--- config.mk ---
export PLATFORM = sky130hd
export DESIGN_NAME = lfsr_video_timing
export DESIGN_NICKNAME = d
export VERILOG_FILES = /design/src/rtl/vtg_pkg.sv /design/src/rtl/vtg_cmp_regs.sv /design/src/rtl/vtg_lfsr_axis.sv /design/src/rtl/vtg_window.sv /design/src/rtl/lfsr_video_timing.sv
export SDC_FILE = /design/constraint.sdc
export NUM_CORES = 1
export LEC_CHECK = 0
export BUFFER_PORTS_ARGS = -buffer_cell sky130_fd_sc_hd__clkbuf_2
export CORE_ASPECT_RATIO = 1.4
export CORE_MARGIN = 4
export CORE_UTILIZATION = 30
export DETAILED_ROUTE_END_ITERATION = 8
export PLACE_DENSITY = 0.51
export SLEW_MARGIN = 20
export SYNTH_ARGS = -nofsm -noshare
export SYNTH_HDL_FRONTEND = slang
export SYNTH_SLANG_ARGS = --single-unit
export TNS_END_PERCENT = 1
--- constraint.sdc ---
create_clock -name clk -period 7.3 [get_ports clk]
set_clock_uncertainty 0.15 [all_clocks]
set_input_delay 1.46 -clock clk [delete_from_list [all_inputs] [get_ports clk]]
set_output_delay 1.46 -clock clk [all_outputs]
set_load 0.05 [all_outputs]
--- src/rtl/vtg_pkg.sv ---
package vtg_pkg;
   localparam int LFSR_W = 16;
   localparam int N_CMP  = 10;
   localparam logic [LFSR_W-1:0] LFSR_HOME = 16'hFFFF;

   // compare register slots; each window keeps its off slot right after its on slot
   localparam int CMP_HACT_ON   = 0;
   localparam int CMP_HACT_OFF  = 1;
   localparam int CMP_VACT_ON   = 2;
   localparam int CMP_VACT_OFF  = 3;
   localparam int CMP_HLAST     = 4;
   localparam int CMP_HSYNC_ON  = 5;
   localparam int CMP_HSYNC_OFF = 6;
   localparam int CMP_VLAST     = 7;
   localparam int CMP_VSYNC_ON  = 8;
   localparam int CMP_VSYNC_OFF = 9;

   typedef logic [N_CMP-1:0][LFSR_W-1:0] cmp_bank_t;

   function automatic logic [LFSR_W-1:0] lfsr_next(input logic [LFSR_W-1:0] s);
      return {s[14:0], s[15] ^ s[4] ^ s[2] ^ s[1]};
   endfunction

   // byte base address of a slot: slots 0..6 at odd addresses from 1, the rest from 0x11
   function automatic int unsigned cmp_base(input int unsigned idx);
      return (idx < 7) ? (1 + 2 * idx) : (17 + 2 * (idx - 7));
   endfunction
endpackage

--- src/rtl/vtg_cmp_regs.sv ---
module vtg_cmp_regs
   import vtg_pkg::*;
#(
   parameter int ADDR_W      = 8,
   parameter bit MSB_AT_BASE = 1'b1
) (
   input  logic              clk,
   input  logic              rst,
   input  logic              we,
   input  logic [ADDR_W-1:0] addr,
   input  logic [7:0]        wdata,
   output cmp_bank_t         bank
);
   localparam int HI_OFS = MSB_AT_BASE ? 0 : 1;
   localparam int LO_OFS = 1 - HI_OFS;

   if (ADDR_W < 5) begin : g_chk_addr
      $error("vtg_cmp_regs: ADDR_W too small for the register map");
   end

   always_ff @(posedge clk) begin
      if (rst) begin
         for (int i = 0; i < N_CMP; i++) bank[i] <= LFSR_HOME;
      end else if (we) begin
         for (int i = 0; i < N_CMP; i++) begin
            if (addr == ADDR_W'(cmp_base(i) + HI_OFS)) bank[i][15:8] <= wdata;
            if (addr == ADDR_W'(cmp_base(i) + LO_OFS)) bank[i][7:0]  <= wdata;
         end
      end
   end
endmodule

--- src/rtl/vtg_lfsr_axis.sv ---
module vtg_lfsr_axis
   import vtg_pkg::*;
(
   input  logic              clk,
   input  logic              rst,
   input  logic              run,
   input  logic              adv,
   input  logic [LFSR_W-1:0] last_val,
   output logic [LFSR_W-1:0] state,
   output logic              wrap
);
   assign wrap = run & adv & (state == last_val);

   always_ff @(posedge clk) begin
      if (rst || !run) begin
         state <= LFSR_HOME;
      end else if (adv) begin
         state <= wrap ? LFSR_HOME : lfsr_next(state);
      end
   end
endmodule

--- src/rtl/vtg_window.sv ---
module vtg_window
   import vtg_pkg::*;
(
   input  logic              clk,
   input  logic              rst,
   input  logic              run,
   input  logic              clr,
   input  logic [LFSR_W-1:0] state,
   input  logic [LFSR_W-1:0] on_val,
   input  logic [LFSR_W-1:0] off_val,
   output logic              act
);
   logic open_q;
   logic hit_on;
   logic hit_off;

   assign hit_on  = (state == on_val);
   assign hit_off = (state == off_val);
   assign act     = run & (hit_on | (open_q & ~hit_off));

   always_ff @(posedge clk) begin
      if (rst || !run) open_q <= 1'b0;
      else             open_q <= clr ? 1'b0 : act;
   end
endmodule

--- src/rtl/lfsr_video_timing.sv ---
module lfsr_video_timing
   import vtg_pkg::*;
#(
   parameter int ADDR_W      = 8,
   parameter int COORD_W     = 12,
   parameter bit MSB_AT_BASE = 1'b1
) (
   input  logic               clk,
   input  logic               rst,
   input  logic               run,
   input  logic               cfg_we,
   input  logic [ADDR_W-1:0]  cfg_addr,
   input  logic [7:0]         cfg_wdata,
   output logic               hsync,
   output logic               vsync,
   output logic               de,
   output logic               eol,
   output logic               eof,
   output logic [COORD_W-1:0] pix_x,
   output logic [COORD_W-1:0] pix_y
);
   localparam int N_WIN = 4;

   if (LFSR_W != 16) begin : g_chk_lfsr
      $error("lfsr_video_timing: feedback taps assume a 16-bit sequence");
   end
   if (COORD_W < 1 || COORD_W > LFSR_W) begin : g_chk_coord
      $error("lfsr_video_timing: COORD_W out of range");
   end

   cmp_bank_t         bank;
   logic [LFSR_W-1:0] h_state;
   logic [LFSR_W-1:0] v_state;
   logic              h_wrap;
   logic              v_wrap;
   logic [N_WIN-1:0]  win_act;
   logic              h_de;
   logic              v_de;
   logic [COORD_W-1:0] x_q;
   logic [COORD_W-1:0] y_q;

   vtg_cmp_regs #(.ADDR_W(ADDR_W), .MSB_AT_BASE(MSB_AT_BASE)) u_regs (
      .clk   (clk),
      .rst   (rst),
      .we    (cfg_we),
      .addr  (cfg_addr),
      .wdata (cfg_wdata),
      .bank  (bank)
   );

   vtg_lfsr_axis u_hax (
      .clk      (clk),
      .rst      (rst),
      .run      (run),
      .adv      (1'b1),
      .last_val (bank[CMP_HLAST]),
      .state    (h_state),
      .wrap     (h_wrap)
   );

   vtg_lfsr_axis u_vax (
      .clk      (clk),
      .rst      (rst),
      .run      (run),
      .adv      (h_wrap),
      .last_val (bank[CMP_VLAST]),
      .state    (v_state),
      .wrap     (v_wrap)
   );

   // window 0: hsync, 1: horizontal active, 2: vsync, 3: vertical active
   for (genvar w = 0; w < N_WIN; w++) begin : g_win
      localparam bit VERT   = (w >= 2);
      localparam int ON_IDX = (w == 0) ? CMP_HSYNC_ON :
                              (w == 1) ? CMP_HACT_ON  :
                              (w == 2) ? CMP_VSYNC_ON : CMP_VACT_ON;
      vtg_window u_win (
         .clk     (clk),
         .rst     (rst),
         .run     (run),
         .clr     (VERT ? v_wrap  : h_wrap),
         .state   (VERT ? v_state : h_state),
         .on_val  (bank[ON_IDX]),
         .off_val (bank[ON_IDX + 1]),
         .act     (win_act[w])
      );
   end

   assign hsync = win_act[0];
   assign h_de  = win_act[1];
   assign vsync = win_act[2];
   assign v_de  = win_act[3];
   assign de    = h_de & v_de;
   assign eol   = h_wrap;
   assign eof   = v_wrap;

   always_ff @(posedge clk) begin
      if (rst || !run) begin
         x_q <= '0;
         y_q <= '0;
      end else begin
         x_q <= h_wrap ? '0 : (h_de ? x_q + 1'b1 : '0);
         if (h_wrap) y_q <= v_wrap ? '0 : (v_de ? y_q + 1'b1 : '0);
      end
   end

   assign pix_x = de ? x_q : '0;
   assign pix_y = de ? y_q : '0;
endmodule

---- Word-level counts from Yosys, hierarchy flattened ----
Cells that the tools add are included.
operators by class
  reductions and logical operators ........ 25
  equal/unequal tests ..................... 30
  bitwise logic cells ..................... 27
  add/sub/neg operators ................... 2
  mux-type cells .......................... 5
operators by type and width
  kind                   number
  $eq 16x16->1           10
  $eq 8x4->1 const B     7
  $eq 8x5->1 const B     6
  $mux 12                4
  $reduce_and 2->1       20
  $eq 8x3->1 const B     4
  $add 12x1->12 const B  2
  $eq 8x2->1 const B     2
  $mux 16                1
  $and 1x1->1            12
  $eq 8x1->1 const B     1
  $xor 1x1->1            6
  $not 1->1              5
  $or 1x1->1             4
  $reduce_or 2->1        2
  $reduce_or 3->1        1
  $logic_not 1->1        1
  $logic_or 1x1->1       1
word-level totals
  logic and storage cells ................. 117
  flip-flop bits (word level) ............. 220

---- Longest topological paths before layout ----
  word-level depth ........................ 7
  gate-level depth with buffers ........... 10

---- Cells and area by module ----
From an unflattened synthesis, not the netlist that was laid out.
unflattened totals
  cells, all modules ...................... 925
  area, all modules ....................... 9,875.7 µm²
modules (own cells, without submodules)
  module             times used  area each (µm²)  cells an instance
  vtg_cmp_regs       1           5,527.8          450
  vtg_window         4           401.6            49
  vtg_lfsr_axis      2           744.5            66
  lfsr_video_timing  1           1,252.5          147

---- Worst setup path before layout ----
No wires, ideal clock.
  path type ............................... input port to output port
  from .................................... in run
  to ...................................... out pix_y[10]
  data required time ...................... 5.690 ns
  stages on the path ...................... 3
  arrival ................................. 2.772 ns
  setup slack ............................. 2.918 ns
  cell sequence ........................... and3_1 > clkbuf_1 > and2_1
on the way
  longest elaborated chain between the ends .. 3
  elaborated cells between the ends (all ways) .. 4
  classes of those cells .................. mux: 1; bitwise: 3
ends and longest elaborated chain
  what                RTL line                  source
  start: declaration  lfsr_video_timing.sv:10   input logic run,
  $and 1x1->1         vtg_window.sv:19          assign act = run & (hit_on | (open_q & ~hit_off));
  $and 1x1->1 *       lfsr_video_timing.sv:93   assign de = h_de & v_de;
  named net de        lfsr_video_timing.sv:16   output logic de,
  $mux 12 *           lfsr_video_timing.sv:108  assign pix_y = de ? y_q : '0;
  end: declaration    lfsr_video_timing.sv:20   output logic [COORD_W-1:0] pix_y
Mark *: on every way through the listed nets, which the timed path passes. The rest lies on a longest branch.

---- Worst setup path in the final report ----
  from .................................... reg u_hax.state[4]
  to ...................................... out eof
on the way
  longest elaborated chain between the ends .. 4
ends and longest elaborated chain
  what                       RTL line                 source
  start: declaration         vtg_lfsr_axis.sv:9       output logic [LFSR_W-1:0] state,
  start signal: assignment   vtg_lfsr_axis.sv:18      state <= wrap ? LFSR_HOME : lfsr_next(state);
  $eq 16x16->1               vtg_lfsr_axis.sv:12      assign wrap = run & adv & (state == last_val);
  $and 1x1->1 (3 in series)  vtg_lfsr_axis.sv:12
  end: declaration           lfsr_video_timing.sv:18  output logic eof,
No other way between the ends.

==> metrics.md <==
| Metric | Value |
|---|---|
| Critical Path End Type | output pin |
| Fill cells | roughly 3500 |
| Crit path time final | roughly 5.3 ns |
| Met3 Wirelength | ~1100 um |
| Die area | ~0.038 sq mm |
| GRT overflow | 0 |
| Final Setup Violations | 0 |
| Sequential area share after synthesis | a little over two fifths |
| Clk_lat worst skew | about 0.52 ns |
| Die X | 165.4 um |
| Status | finished, final reports clean |
| Detail Route met2 WL | ~15000 um |
| Initial Util | between 30 and 40% |
| Number of flops mapped to enable cells by yosys | 0 |
| Fin nets | approximately 1200 |
| Slew @ Worst Pin | 1.054 ns |
| Area contributors post-synth | dfxtp_1, a211o_1, xnor2_1, xor2_1, nand2_1 |
| Maxcap violations | 0 |
| Ys async rst share | 0% |
| Largest area contributor in the netlist | dfxtp_1 |
| Top cell type's share of synthesized area | 42.34% |
| Post-CTS Hold Buffers | 0 |
| CTS tree | built |
| HP Class | reg -> reg |
| Synth Instances | around 1200 |
| Area delta synth->final | 11.80% |
| Setup Buffers After CTS | 0 |
| Setup ws final | ~2.0 ns |
| Layout cells sized above 1 | under 10% |
| Pin count of the biggest net entering global routing | 59 |
| Post-synth cell types | 42 |
| Antenna viol nets, final | 0 |
| Most instantiated library cell after synthesis | dfxtp_1 |
| Syn Area/Cell | roughly 8.9 sq um |
| # IOs | between 40 and 50 |
| IR drop worst, VDD | between 0.1 and 0.15 mV |
| Placed wire-length estimate | slightly above 20000 um |
| Fin crit share | 71.98% |
| Core box area | roughly 0.034 sq mm |
| #FFs+latches synth | 220 |
| Top Metal Used | met4 |
| RSZ-0062 raised after global routing | no |
| Pre-CTS setup slack | 2.479 ns |
| CP Launch Type | flip-flop |
| Die Height | 228.3 um |
| Final setup TNS | 0 ns |
| Resized Gates After CTS | 0 |
| Endpoints failing hold | 0 |
| Clock power frac | about 47% |
| Worst Path Max Fanout | 23 |
| First-pass GRT wire length | around 47000 um |
| Top FF cell, synth | dfxtp_1 |
| Switching share of power | a little under a quarter |
| Cts bufs inserted | 23 |
| Initial antenna violation count | 0 |
| Commonest cells in the netlist | dfxtp_1, nand2_1, a211o_1, xnor2_1, clkbuf_1 |
| CTS clk-pin slew, worst paths | 0.06 ns |
| DRC | 0 |
| Drt pass-1 iters | 4 |
| Vias/cell | about 5.0 |
| Gpl congestion | between 0.8 and 0.9 |
| Post-Syn Area | 0.01040 sq mm |
| H-Tree Depth | 1 |
| Pleak | between 4 and 5 nW |
| Row cnt | 80 |
| Cell Int Power | 1.935 mW |
| Yosys warns | 0 |
| Iteration-0 DRC Markers | 558 |
| CP arrival | roughly 3.6 ns |
| Routed len/inst | about 19 um |
| Clock Path Buffers | 3 |
| Final Max Slew Viols | 0 |
| Number of global-route vias before repair | a little under 8000 |
| Port Buffer Count | 48 |
| Max Freq | ~190 MHz |
| Total vias in the final route | roughly 8100 |
| CTS root buffer | clkbuf_16 |
| Worst slew margin | between 20% and 30% |
| Diodes inserted | 0 |
| Comb pwr share | just over 5% |
| Cell Pwr Density | roughly 220 mW/mm^2 |
| Syn_nets | ~1200 |
| Total GRT Usage | 16.05% |
| Switching pwr | roughly 0.59 mW |
| Wirelength, routed | ~31000 um |
| Seq pwr share | 47.9% |
| Met1 wire length | ~13000 um |
| CP required | about 5.7 ns |
| CP Class | reg -> out |
| Number of clock sinks | 220 |
==> state kept, by name (all words and copies together) (netlist names) <==
name	flops
x_q	12
u_vax.state	16
u_regs.bank	160
g_win.u_win.open_q	4
y_q	12
u_hax.state	16
==> power groups by stage <==
| stage | clock, mW | combinational [mW] | sequential [mW] |
|---|---|---|---|
| floorplan | 0 | 0.0836 | 1.23 |
| global placement | 0 | 0.128 | 1.24 |
| detailed placement | 0 | 0.128 | 1.24 |
| CTS | 1.21 | 0.127 | 1.21 |
| global route | 1.26 | 0.137 | 1.21 |
| finish | 1.19 | 0.128 | 1.21 |
==> placed cells by master (no fill, tap or decap), drive strengths merged, types with 2 or more instances in the layout <==
cell type / n
nand3: 23
ha: 2
buf: 8
nor4: 20
o21ai: 23
a211o: 104
o31ai: 2
nor3: 20
clkbuf: 80
nand3b: 59
a21oi: 5
a2111oi: 2
or4: 2
nand2b: 17
nor3b: 2
or2: 4
a22oi: 2
o211ai: 5
nor2: 44
o41ai: 2
nor2b: 68
nand4: 30
or3: 3
and2: 30
nand4b: 2
xor2: 77
xnor2: 98
inv: 3
dfxtp: 220
and3: 50
nand2: 144
clkinv: 4
==> kinds of logic (layout without fill, tap and decap cells) <==
kind of cell | after synthesis | after routing | share of synthesized area, %
AO/OA/AOI/OAI | 148 | 148 | 11.38
adder cells (fa/ha/maj) | 2 | 2 | 0.2405
AND/OR/NAND/NOR | 520 | 520 | 27.21
buffers and inverters | 102 | 97 | 4.101
XOR/XNOR | 175 | 175 | 14.73
flip-flops | 220 | 220 | 42.34
==> per-stage QoR <==
step	std cells	instance area (sq um)	total power, mW	hold WS, ns	util [%]
after floorplan	1167	10400	1.318	0.3058	-
after global placement	1574	10850	1.367	0.3154	31.78
after detailed placement	1574	10850	1.366	0.3219	31.78
after CTS	1613	11610	2.554	0.3371	34.01
after global routing	1613	11630	2.607	0.3470	34.07
final	1613	11630	2.528	0.3334	34.07
==> worst paths after layout <==
kind               startpoint                    end  slack [ns]  cells after the start
max            u_hax.state[4]                    eof        2.05                      6
min          u_regs.bank[146]       u_regs.bank[146]        0.33                      1
max reg2reg    u_hax.state[4]  g_win[3].u_win.open_q        3.68                      6
min reg2reg  u_regs.bank[146]       u_regs.bank[146]        0.33                      1
==> metal layers <==
metal | vias up | track usage, %
met4 | 0 | 5.881
met2 | 141 | 28.28
met5 | - | 0
met3 | 49 | 1.768
li1 | 3949 | -
met1 | 3955 | 19.96
==> area by class of cell <==
| class | count | area [sq um] | share of cell area (%) |
|---|---|---|---|
| Clock inverter | 6 | 57.56 | 0.4949 |
| Inverter | 3 | 11.26 | 0.09683 |
| Multi-Input combinational cell | 845 | 5594 | 48.10 |
| Clock buffer | 33 | 703.2 | 6.046 |
| Tap cell | 451 | 564.3 | 4.852 |
| Timing Repair Buffer | 55 | 295.3 | 2.539 |
| Sequential cell | 220 | 4404 | 37.87 |
==> critical path, cell delays in order (launching register included) <==
cell and delay [ns]:
dfxtp_1 0.56, xor2_1 0.13, or4_1 0.51, or4_1 0.78
nor2_4 0.60, and2_1 0.25, clkbuf_2 0.29
Power figures use the tool's default switching activity.
